--- config.mk ---
export PLATFORM = sky130hd
export DESIGN_NAME = cell_rank_sorter
export DESIGN_NICKNAME = d
export VERILOG_FILES = /design/src/rtl/cell_rank_pkg.sv /design/src/rtl/crs_pair_walker.sv /design/src/rtl/crs_pair_compare.sv /design/src/rtl/crs_rank_counters.sv /design/src/rtl/cell_rank_sorter.sv
export SDC_FILE = /design/constraint.sdc
export NUM_CORES = 1
export LEC_CHECK = 0
export BUFFER_PORTS_ARGS = -buffer_cell sky130_fd_sc_hd__buf_4
export CORE_ASPECT_RATIO = 0.6
export CORE_MARGIN = 2
export CORE_UTILIZATION = 57
export CTS_CLUSTER_SIZE = 20
export DETAILED_ROUTE_END_ITERATION = 8
export HOLD_SLACK_MARGIN = 0.03
export PLACE_DENSITY = 0.8
export SLEW_MARGIN = 20
export SYNTH_ARGS = -nofsm -noshare
export SYNTH_HDL_FRONTEND = slang
export SYNTH_SLANG_ARGS = --single-unit
--- constraint.sdc ---
create_clock -name clk -period 4.1 [get_ports clk]
set_input_delay 0.82 -clock clk [delete_from_list [all_inputs] [get_ports clk]]
set_output_delay 0.82 -clock clk [all_outputs]
set_load 0.02 [all_outputs]
--- src/rtl/cell_rank_pkg.sv ---
package cell_rank_pkg;
    typedef enum logic [1:0] {
        ST_IDLE    = 2'd0,
        ST_COMPARE = 2'd1,
        ST_PUBLISH = 2'd2
    } sorter_state_t;

    function automatic int rank_bits(input int n);
        return (n > 1) ? $clog2(n) : 1;
    endfunction
endpackage

--- src/rtl/crs_pair_walker.sv ---
module crs_pair_walker #(
    parameter int NCELLS = 3,
    parameter int IW     = 2
) (
    input  logic          clk,
    input  logic          rst_n,
    input  logic          restart,
    input  logic          step,
    output logic [IW-1:0] idx_a,
    output logic [IW-1:0] idx_b,
    output logic          last
);
    localparam logic [IW-1:0] TOP_IDX  = IW'(NCELLS - 1);
    localparam logic [IW-1:0] LAST_ROW = IW'(NCELLS - 2);

    always_ff @(posedge clk or negedge rst_n) begin
        if (!rst_n) begin
            idx_a <= '0;
            idx_b <= IW'(1);
        end else if (restart) begin
            idx_a <= '0;
            idx_b <= IW'(1);
        end else if (step && !last) begin
            if (idx_b == TOP_IDX) begin
                idx_a <= idx_a + IW'(1);
                idx_b <= idx_a + IW'(2);
            end else begin
                idx_b <= idx_b + IW'(1);
            end
        end
    end

    assign last = (idx_a == LAST_ROW) && (idx_b == TOP_IDX);
endmodule

--- src/rtl/crs_pair_compare.sv ---
module crs_pair_compare #(
    parameter int VW = 12,
    parameter int IW = 2
) (
    input  logic [VW-1:0] volt_a,
    input  logic [VW-1:0] volt_b,
    input  logic [IW-1:0] idx_a,
    input  logic [IW-1:0] idx_b,
    output logic [IW-1:0] winner
);
    // idx_a is always the lower index, so a tie goes to it
    always_comb begin
        winner = (volt_a >= volt_b) ? idx_a : idx_b;
    end
endmodule

--- src/rtl/crs_rank_counters.sv ---
module crs_rank_counters #(
    parameter int NCELLS = 3,
    parameter int IW     = 2,
    parameter int RW     = 2
) (
    input  logic                 clk,
    input  logic                 rst_n,
    input  logic                 clear,
    input  logic                 inc_en,
    input  logic [IW-1:0]        win_idx,
    output logic [NCELLS*RW-1:0] counts
);
    for (genvar c = 0; c < NCELLS; c++) begin : g_cell
        logic [RW-1:0] cnt_q;
        always_ff @(posedge clk or negedge rst_n) begin
            if (!rst_n) begin
                cnt_q <= '0;
            end else if (clear) begin
                cnt_q <= '0;
            end else if (inc_en && (win_idx == IW'(c))) begin
                cnt_q <= cnt_q + RW'(1);
            end
        end
        assign counts[c*RW +: RW] = cnt_q;
    end
endmodule

--- src/rtl/cell_rank_sorter.sv ---
module cell_rank_sorter
    import cell_rank_pkg::*;
#(
    parameter int NCELLS = 3,
    parameter int VW     = 12,
    localparam int RW    = rank_bits(NCELLS)
) (
    input  logic                 clk,
    input  logic                 rst_n,
    input  logic                 sample_valid,
    input  logic [NCELLS*VW-1:0] volt_in,
    output logic [NCELLS*RW-1:0] rank_out,
    output logic                 done
);
    localparam int IW = rank_bits(NCELLS);

    sorter_state_t        state_q, state_d;
    logic [NCELLS*VW-1:0] volt_q;
    logic [IW-1:0]        idx_a, idx_b, winner;
    logic                 last_pair;
    logic [NCELLS*RW-1:0] counts;
    logic [VW-1:0]        volt_a, volt_b;
    logic                 in_idle, in_compare;

    assign in_idle    = (state_q == ST_IDLE);
    assign in_compare = (state_q == ST_COMPARE);

    // next state: accept, walk_end, retire
    always_comb begin
        state_d = state_q;
        unique case (state_q)
            ST_IDLE:    if (sample_valid) state_d = ST_COMPARE;
            ST_COMPARE: if (last_pair)    state_d = ST_PUBLISH;
            ST_PUBLISH: state_d = ST_IDLE;
            default:    state_d = ST_IDLE;
        endcase
    end

    always_ff @(posedge clk or negedge rst_n) begin
        if (!rst_n) state_q <= ST_IDLE;
        else        state_q <= state_d;
    end

    always_ff @(posedge clk or negedge rst_n) begin
        if (!rst_n)                       volt_q <= '0;
        else if (in_idle && sample_valid) volt_q <= volt_in;
    end

    // registered outputs
    always_ff @(posedge clk or negedge rst_n) begin
        if (!rst_n) begin
            rank_out <= '0;
            done     <= 1'b0;
        end else begin
            done <= 1'b0;
            unique case (state_q)
                ST_PUBLISH: begin
                    rank_out <= counts;
                    done     <= 1'b1;
                end
                ST_IDLE, ST_COMPARE: ;
                default: ;
            endcase
        end
    end

    assign volt_a = volt_q[idx_a*VW +: VW];
    assign volt_b = volt_q[idx_b*VW +: VW];

    crs_pair_walker #(.NCELLS(NCELLS), .IW(IW)) u_walker (
        .clk(clk), .rst_n(rst_n), .restart(in_idle), .step(in_compare),
        .idx_a(idx_a), .idx_b(idx_b), .last(last_pair)
    );

    crs_pair_compare #(.VW(VW), .IW(IW)) u_compare (
        .volt_a(volt_a), .volt_b(volt_b), .idx_a(idx_a), .idx_b(idx_b),
        .winner(winner)
    );

    crs_rank_counters #(.NCELLS(NCELLS), .IW(IW), .RW(RW)) u_counters (
        .clk(clk), .rst_n(rst_n), .clear(in_idle), .inc_en(in_compare),
        .win_idx(winner), .counts(counts)
    );
endmodule

# Word-level counts from Yosys, hierarchy flattened

Cells that the tools add are included.

Output and inout port bits: 7
Register bits after elaboration: 55
Input port bits: 39
Logic and storage cells: 61

Muxes and demuxes: 17
$lt $le $gt $ge: 1
Equality and inequality tests: 8
$add $sub $neg: 6
Multiply operators: 2
Reductions and logical operators: 16
Shift operators: 2

Operator list:

| operator                                                           | number |
|---|---|
| 36-bit by 7-bit indexed part select with 12-bit output             | 2 |
| 2-bit 2-to-1 mux                                                   | 15 |
| 12-bit greater-or-equal comparator                                 | 1 |
| 2-bit by 1-bit adder with 2-bit output, second input constant      | 5 |
| 2-bit nonzero test                                                 | 5 |
| 2-bit by 2-bit multiplier with 4-bit output, second input constant | 2 |
| 2-bit by 1-bit == test with 1-bit output, second input constant    | 3 |
| 2-bit == test, second input constant                               | 3 |
| 1-bit logical AND                                                  | 6 |
| 2-bit zero test                                                    | 2 |
| 2-bit inequality test, second input constant                       | 2 |
| 2-bit one-hot mux with 2 select lines                              | 1 |
| 2-bit AND reduction                                                | 2 |
| 2-bit adder, second input constant                                 | 1 |
| 1-bit zero test                                                    | 1 |
| 1-bit 2-to-1 mux                                                   | 1 |

# Depth between registers and ports, before layout

Gate-level depths: netlist (run 1).

Word-level depth: 8
Gate-level depth with buffers: 13
Mapped depth without buffers: 10

# By module

A second synthesis (run 1) with hierarchy kept.

Cell total of the unflattened synthesis: 252
Area total of the unflattened synthesis: 3215.6 µm²

By module, submodules not included:

| module            | area each (µm²) | cells each | instances | seq. area each (µm²) |
|---|---|---|---|---|
| cell_rank_sorter  | 2337.2          | 156        | 1         | 1126.1 |
| crs_rank_counters | 339.1           | 31         | 1         | 150.1 |
| crs_pair_compare  | 309.0           | 42         | 1         | 0.0 |
| crs_pair_walker   | 230.2           | 23         | 1         | 101.3 |

# Least setup slack after synthesis (run 1)

OpenSTA, ideal clock, no wires.

Path kind: register -> register
Start: reg u_walker.idx_b[0]
End: reg u_counters.g_cell[0].cnt_q[1]
Setup time: 0.080 ns
Stages on the path, launching flop included: 13
Path buffers: 3
Arrival time: 3.403 ns
Slack: 0.616 ns
Required time: 4.020 ns
Clock period less this slack: 3.484 ns
Cells stage by stage: dfstp_2 clkbuf_1 buf_1 mux2i_1 o21ai_0 ha_1 nand2b_4 a2111oi_4 o41ai_1 a221o_1 buf_6 or4_4 o211ai_2

Longest elaborated chain between the ends: 7

RTL lines:

| what                                                   | RTL line                | RTL |
|---|---|---|
| start, declared                                        | crs_pair_walker.sv:10   | `output logic [IW-1:0] idx_b,` |
| start signal, assigned                                 | crs_pair_walker.sv:26   | `idx_b <= idx_a + IW'(2);` |
| start signal, assigned                                 | crs_pair_walker.sv:28   | `idx_b <= idx_b + IW'(1);` |
| 2-bit by 2-bit multiplier with 4-bit output            | cell_rank_sorter.sv:68  | `assign volt_b = volt_q[idx_b*VW +: VW];` |
| 36-bit by 7-bit indexed part select with 12-bit output | cell_rank_sorter.sv:68  |  |
| 12-bit greater-or-equal comparator                     | crs_pair_compare.sv:13  | `winner = (volt_a >= volt_b) ? idx_a : idx_b;` |
| 2-bit 2-to-1 mux *                                     | crs_pair_compare.sv:13  |  |
| 2-bit zero test *                                      | crs_rank_counters.sv:20 | `end else if (inc_en && (win_idx == IW'(c))) begin` |
| 1-bit logical AND *                                    | crs_rank_counters.sv:20 |  |
| 2-bit nonzero test (no source line) *                  | n/a                     |  |
| end signal, assigned                                   | crs_rank_counters.sv:21 | `cnt_q <= cnt_q + RW'(1);` |
| end, declared                                          | crs_rank_counters.sv:14 | `logic [RW-1:0] cnt_q;` |

Every way passes the cells marked *; elsewhere a longest branch is shown, timed or not.
A chain may end at the register's enable or synchronous reset.

# Worst setup path after layout (run 1)

Start: reg u_walker.idx_b[0]
End: reg u_counters.g_cell[1].cnt_q[1]

Longest elaborated chain between the ends: 7

RTL lines:

| what                                                   | RTL line |
|---|---|
| 2-bit by 2-bit multiplier with 4-bit output            | cell_rank_sorter.sv:68 |
| 36-bit by 7-bit indexed part select with 12-bit output | cell_rank_sorter.sv:68 |
| 12-bit greater-or-equal comparator                     | crs_pair_compare.sv:13 |
| 2-bit 2-to-1 mux *                                     | crs_pair_compare.sv:13 |
| 2-bit by 1-bit == test with 1-bit output *             | crs_rank_counters.sv:20 |
| 1-bit logical AND *                                    | crs_rank_counters.sv:20 |
| 2-bit nonzero test (no source line) *                  | n/a |
| end signal, assigned                                   | crs_rank_counters.sv:21 |
| end, declared                                          | crs_rank_counters.sv:14 |

Marks and branches as above.

==> results of run 1 <==
[synth_stat cells, types with 7 or more instances]
cell type  number  area (um^2)
o21ai_0        17         85.1
mux2_1         19          214
nand2_1        25         93.8
nor3_1          7         35.0
clkbuf_1       10         37.5
nor2_1         16         60.1
mux2_2         24          270
mux2i_1        30          300
dfrtp_1        54         1350
a21oi_1        16         80.1
ha_1           13          163
[final cells by class]
type	count	area (um^2)	share of cell area (%)
Inverter	4	15.0	0.423
Multi-Input combinational cell	204	1600	44.9
Tap cell	66	82.6	2.32
Timing Repair Buffer	51	395	11.1
Clock inverter	1	5.00	0.141
Sequential cell	55	1380	38.8
Clock buffer	6	82.6	2.32
[routing by layer]
metal | vias to the layer above | wire length (um) | track usage, % | share of wire, %
met3 | 8 | 368 | 4.95 | 6.1
li1 | 1087 | - | - | -
met2 | 87 | 2320 | 29.6 | 39
met5 | - | 0 | 0 | 0
met1 | 1039 | 3270 | 34.9 | 54
met4 | 0 | 60 | 6.07 | 1.0
[flip-flops by register name, summed over array words and instances (netlist names)]
signal	flops
done	1
u_walker.idx_a	2
u_walker.idx_b	2
volt_q	36
state_q	2
rank_out	6
u_counters.g_cell.cnt_q	6
[critical path: cells and delay by family, from the launching register on]
family | cells | cell delay (ps)
and+or+nand+nor | 4 | 1030
AOI/OAI and AO/OA | 5 | 1110
adders and majority gates | 1 | 280
DFF | 1 | 840
[report_power, final]
group	total (mW)	switching, mW	internal (mW)
clock network	0.302	0.169	0.133
registers	1.07	0.262	0.804
logic	1.65	0.806	0.845
[metrics by stage]
stage,hold WS (ps),power (mW)
after detailed placement,499,2.72
after CTS,521,3.03
after floorplan,479,2.36
final,514,3.02
after global placement,487,2.66
after global routing,540,3.28
[cell families after synthesis]
| kind of cell | Yosys count | synth area share [%] |
|---|---|---|
| DFF | 55 | 45.0 |
| muxes | 73 | 25.6 |
| and+or+nand+nor | 70 | 11.3 |
| AOI/OAI and AO/OA | 48 | 9.89 |
| adders and majority gates | 13 | 5.31 |
| buffers and inverters | 21 | 2.94 |
[path summary, 6_finish.rpt]
kind                                         from                       endpoint  slack (ps)  depth (start not counted)
worst max-delay path            u_walker.idx_b[0]  u_counters.g_cell[1].cnt_q[1]         740                         10
max in group asynchronous                   rst_n                     volt_q[15]        3110                          1
worst min-delay path                   volt_q[20]                     volt_q[20]         510                          1
worst max register to register  u_walker.idx_b[0]  u_counters.g_cell[1].cnt_q[1]         740                         10
worst min register to register         volt_q[20]                     volt_q[20]         510                          1
min in group asynchronous                   rst_n                    rank_out[3]         540                          1
==> impl_metrics.json, run 1 <==
{
  "dp_hpwl_um": 4430,
  "max_stage_delay_ps": 840,
  "final_cell_area_um2": 3550,
  "antennaDiodeCount": 0,
  "dp_slack_ps": 767,
  "core_area_um2": 5130,
  "grt_pass1_wl_um": 10200,
  "status": "finished clean",
  "period_share_pct": 81.9,
  "post-cts-setup-buffers": 0,
  "vias_per_cell": 5.74,
  "worstPathArrival_ps": 3590,
  "synth.net_count": 332,
  "num-fill-cells": 365,
  "slew_headroom_pct": 41.4,
  "cts_max_level": 2,
  "globalRouteOverflowTotal": 0,
  "rsz0062_at_grt": "no",
  "tightest_slew_ps": 879,
  "async_flop_share_pct": 100,
  "power_density_nw_per_um2": 850,
  "hold_path.class": "reg -> reg",
  "cts.reportedPaths.clkPinSlew_ps": 100,
  "synthCells": 280,
  "grt_max_degree": 56,
  "grt_usage_pct": 21.9,
  "drive_gt1_share_pct": 27.4,
  "slowest_stage": "dfstp_2",
  "synth_ff_type": "dfrtp_1",
  "die_w_um": 98.6,
  "max_freq_ghz": 0.298,
  "final_cell_mix": "dfrtp_1, buf_4, mux2i_1",
  "wl_per_cell_um": 15.5,
  "placed_cells": 380,
  "syn_avg_cell_area_um2": 10.9,
  "pin_count": 46,
  "fin_nets": 373,
  "wl_um": 6020,
  "post-route-drc-count": 0,
  "dpl_cell_area_um2": 3470,
  "cts_made_buffers": 5,
  "grt_pass1_vias": 2117,
  "cts_resized": 0,
  "vias": 2221,
  "final_cells": 387,
  "cap_violations": 0,
  "drt_iter0_markers": 102,
  "area_growth_pct": 16.0,
  "row_count": 20,
  "synth.distinct_cells": 41,
  "setup_ws_ps": 743,
  "ir_drop_mv": 0.425,
  "ant_nets": 0,
  "critical_path_peak_fanout": 18,
  "start_kind": "register",
  "antenna_found_initial": 0,
  "drv_slew": 0,
  "required_ps": 4340,
  "cts_hold_buf": 0,
  "worst_clock_skew_ps": 11.0,
  "fin_setup_tns_ps": 0,
  "ys_ff_latch": 55,
  "cts_buffer_depth": 2,
  "place.gp.congestion": 0.831,
  "synth_edf_count": 0,
  "port_buffers": 45,
  "fp.dieH_um": 60.8,
  "fin_crit_ps": 3360,
  "start_util_pct": 59.7,
  "netlist_area_um2": 3060,
  "finalHoldViolCount": 0,
  "final_common_cell": "dfrtp_1",
  "clock_sinks": 55,
  "clk_latency_ps": 310,
  "crit_path_end_kind": "register",
  "fin_util_pct": 69.3,
  "power_leakage_nw": 1.66,
  "synth_warnings": 0,
  "setup_viol": 0,
  "cts-root-buf": "clkbuf_8",
  "drtPass1Iterations": 4,
  "crit_chain": "nor2b_1, nand2_1, o21ai_0, ha_1, nand2b_4, a2111oi_4, o41ai_1, a221o_1, or4_1, o211ai_1",
  "cts_tree": "built",
  "ys_seq_area_share_pct": 45.0,
  "die_area_um2": 6000,
  "worst-setup-path-type": "reg -> reg"
}
Note: power is estimated with default switching activity, not from simulation.
==> inputs of run 2 (changes only) <==
--- a/config.mk
+++ b/config.mk
@@ -8,11 +8,11 @@
 export BUFFER_PORTS_ARGS = -buffer_cell sky130_fd_sc_hd__buf_4
 export CORE_ASPECT_RATIO = 0.6
 export CORE_MARGIN = 2
-export CORE_UTILIZATION = 57
+export CORE_UTILIZATION = 51
 export CTS_CLUSTER_SIZE = 20
 export DETAILED_ROUTE_END_ITERATION = 8
 export HOLD_SLACK_MARGIN = 0.03
-export PLACE_DENSITY = 0.8
+export PLACE_DENSITY = 0.75
 export SLEW_MARGIN = 20
 export SYNTH_ARGS = -nofsm -noshare
 export SYNTH_HDL_FRONTEND = slang
==> constraint.sdc (replaced) <==
create_clock -name clk -period 2.75 [get_ports clk]
set_input_delay 0.55 -clock clk [delete_from_list [all_inputs] [get_ports clk]]
set_output_delay 0.55 -clock clk [all_outputs]
set_load 0.02 [all_outputs]
==> impl_metrics.json, run 2 (synthesis gave the netlist of run 1 again) <==
{
  "failed_checks": "negative setup slack",
  "r2r_cells": 11,
  "row_count": 21,
  "wl_per_cell_um": 15.5,
  "port_buffers": 45,
  "grt_pass1_vias": 2248,
  "die_area_um2": 6660,
  "num-fill-cells": 459,
  "setup_ws_ps": -149,
  "ant_nets": 0,
  "fin_nets": 388,
  "power_density_nw_per_um2": 1340,
  "timing.rr.end": "u_counters.g_cell[1].cnt_q[0]",
  "antenna_found_initial": 0,
  "largest-register": "volt_q",
  "period_share_pct": 105,
  "power_leakage_nw": 1.73,
  "status": "finished, violations left",
  "pin_count": 46,
  "drv_slew": 0,
  "rsz0062_at_grt": "yes",
  "worst-setup-path-type": "reg -> reg",
  "grt_max_degree": 56,
  "slew_headroom_pct": 54.7,
  "start_kind": "register",
  "fp.dieH_um": 64.0,
  "final_common_cell": "buf_4",
  "critical_path_peak_fanout": 6,
  "total_power_mw": 5.00,
  "start_util_pct": 54.0,
  "crit_top_cell": "mux2i_1",
  "cts_made_buffers": 5,
  "cts_buffer_depth": 2,
  "hold_path.class": "in -> async",
  "area_growth_pct": 21.4,
  "vias": 2288,
  "crit_path_end_kind": "register",
  "place.gp.congestion": 0.839,
  "r2r_setup_slack_ps": -150,
  "core_area_um2": 5680,
  "wl_um": 6480,
  "r2r_start": "u_walker.idx_b[0]",
  "globalRouteOverflowTotal": 0,
  "cts-root-buf": "clkbuf_8",
  "clk_latency_ps": 310,
  "clock_sinks": 55,
  "path_depth": 11,
  "vias_per_cell": 5.49,
  "crit_family": "compound AO/OA/AOI/OAI gates",
  "cts_tree": "built",
  "cts.reportedPaths.clkPinSlew_ps": 100,
  "largest_reg_flops": 36,
  "post-route-drc-count": 0,
  "path_buf_inv": 2,
  "finalHoldViolCount": 0,
  "fin_crit_ps": 2900,
  "drt_iter0_markers": 101,
  "max_freq_ghz": 0.345,
  "tightest_slew_ps": 679,
  "crit_chain": "buf_4, mux2i_1, nor2_1, a21oi_1, ha_1, a2111oi_4, o41ai_2, a221o_1, buf_6, mux2i_2, mux2i_1",
  "cap_violations": 0,
  "worst_clock_skew_ps": 7.28,
  "slowest_stage": "dfstp_2",
  "startpoint": "u_walker.idx_b[0]",
  "max_stage_delay_ps": 630,
  "grt_pass1_wl_um": 11000,
  "hold_slack_ps": 273,
  "worstPathArrival_ps": 3140,
  "ir_drop_mv": 0.572,
  "drtPass1Iterations": 4,
  "grt_usage_pct": 20.7,
  "largest_registers": "volt_q: 36 flops, rank_out: 6 flops, u_counters.g_cell.cnt_q: 6 flops",
  "cts_hold_buf": 0,
  "antennaDiodeCount": 0,
  "setup_viol": 5,
  "required_ps": 2990,
  "cp-endpoint": "u_counters.g_cell[1].cnt_q[0]",
  "final_cell_mix": "buf_4, dfrtp_1, mux2i_1",
  "die_w_um": 104,
  "cts_max_level": 2,
  "dp_hpwl_um": 4730,
  "drive_gt1_share_pct": 33.5
}
run 2: changes by cell type in the layout (fill, tap and decap cells not counted), moves of 2 or more:
cell and delta:
a21oi_1 -2, a21oi_2 +2, buf_4 +12, buf_6 +4
mux2i_1 -3, mux2i_2 +3, nor2b_1 -2, nor2b_2 +2
run 2: cell type report:
| cell class | instances | area, um^2 | area share, % |
|---|---|---|---|
| repair buffers | 66 | 510 | 13.7 |
| clock buffers | 6 | 72.6 | 1.95 |
| inverters | 4 | 15.0 | 0.404 |
| multi-input cells | 204 | 1630 | 43.9 |
| flip-flops and latches | 55 | 1380 | 37.0 |
| clock inverters | 2 | 12.5 | 0.336 |
| well taps | 80 | 100 | 2.69 |
run 2: power by group:
group	internal [mW]	switching, mW
clock network	0.179	0.262
logic	1.59	1.42
registers	1.20	0.356
total	2.96	2.04
run 2: worst min path at each step:
stage | slack [ps] | cells after the start | endpoint | from
after CTS | 310 | 1 | volt_q[28] | rst_n
after detailed placement | 500 | 1 | rank_out[1] | rank_out[1]
after floorplan | 250 | 0 | done | rst_n
after global routing | 320 | 1 | volt_q[5] | rst_n
final | 270 | 1 | volt_q[5] | rst_n
after global placement | 490 | 1 | rank_out[3] | rank_out[3]
run 2: per-stage QoR:
step | TNS, ps | utilization, % | worst slack (ps) | cell area, um^2 | std cells
floorplan | -125 | - | -125 | 3090 | 280
global placement | -93.4 | 62.4 | -35.1 | 3540 | 403
detailed placement | -579 | 62.4 | -159 | 3540 | 403
CTS | -578 | 64.7 | -147 | 3670 | 414
global route | -1410 | 65.5 | -291 | 3720 | 417
finish | -641 | 65.5 | -149 | 3720 | 417
run 2: metal layers:
| layer | track usage [%] | wire [um] |
|---|---|---|
| met1 | 31.9 | 3440 |
| met2 | 28.5 | 2680 |
| met3 | 4.80 | 290 |
| met4 | 6.76 | 63 |
| met5 | 0 | 0 |
run 2: repair_timing:
item / in CTS / in global routing
resized for setup: 4 / 8
pin swaps: 5 / 1
setup endpoints to repair: 5 / 6
cloned: 0 / 0
buffers inserted: 3 / 3
run 2: worst reg2reg max path, cell delays in order, from the launching register on:
cell and delay (ps):
dfstp_2 630, buf_4 140, mux2i_1 170, nor2_1 60, a21oi_1 140, ha_1 280, a2111oi_4 340, o41ai_2 100
a221o_1 420, buf_6 160, mux2i_2 200, mux2i_1 200
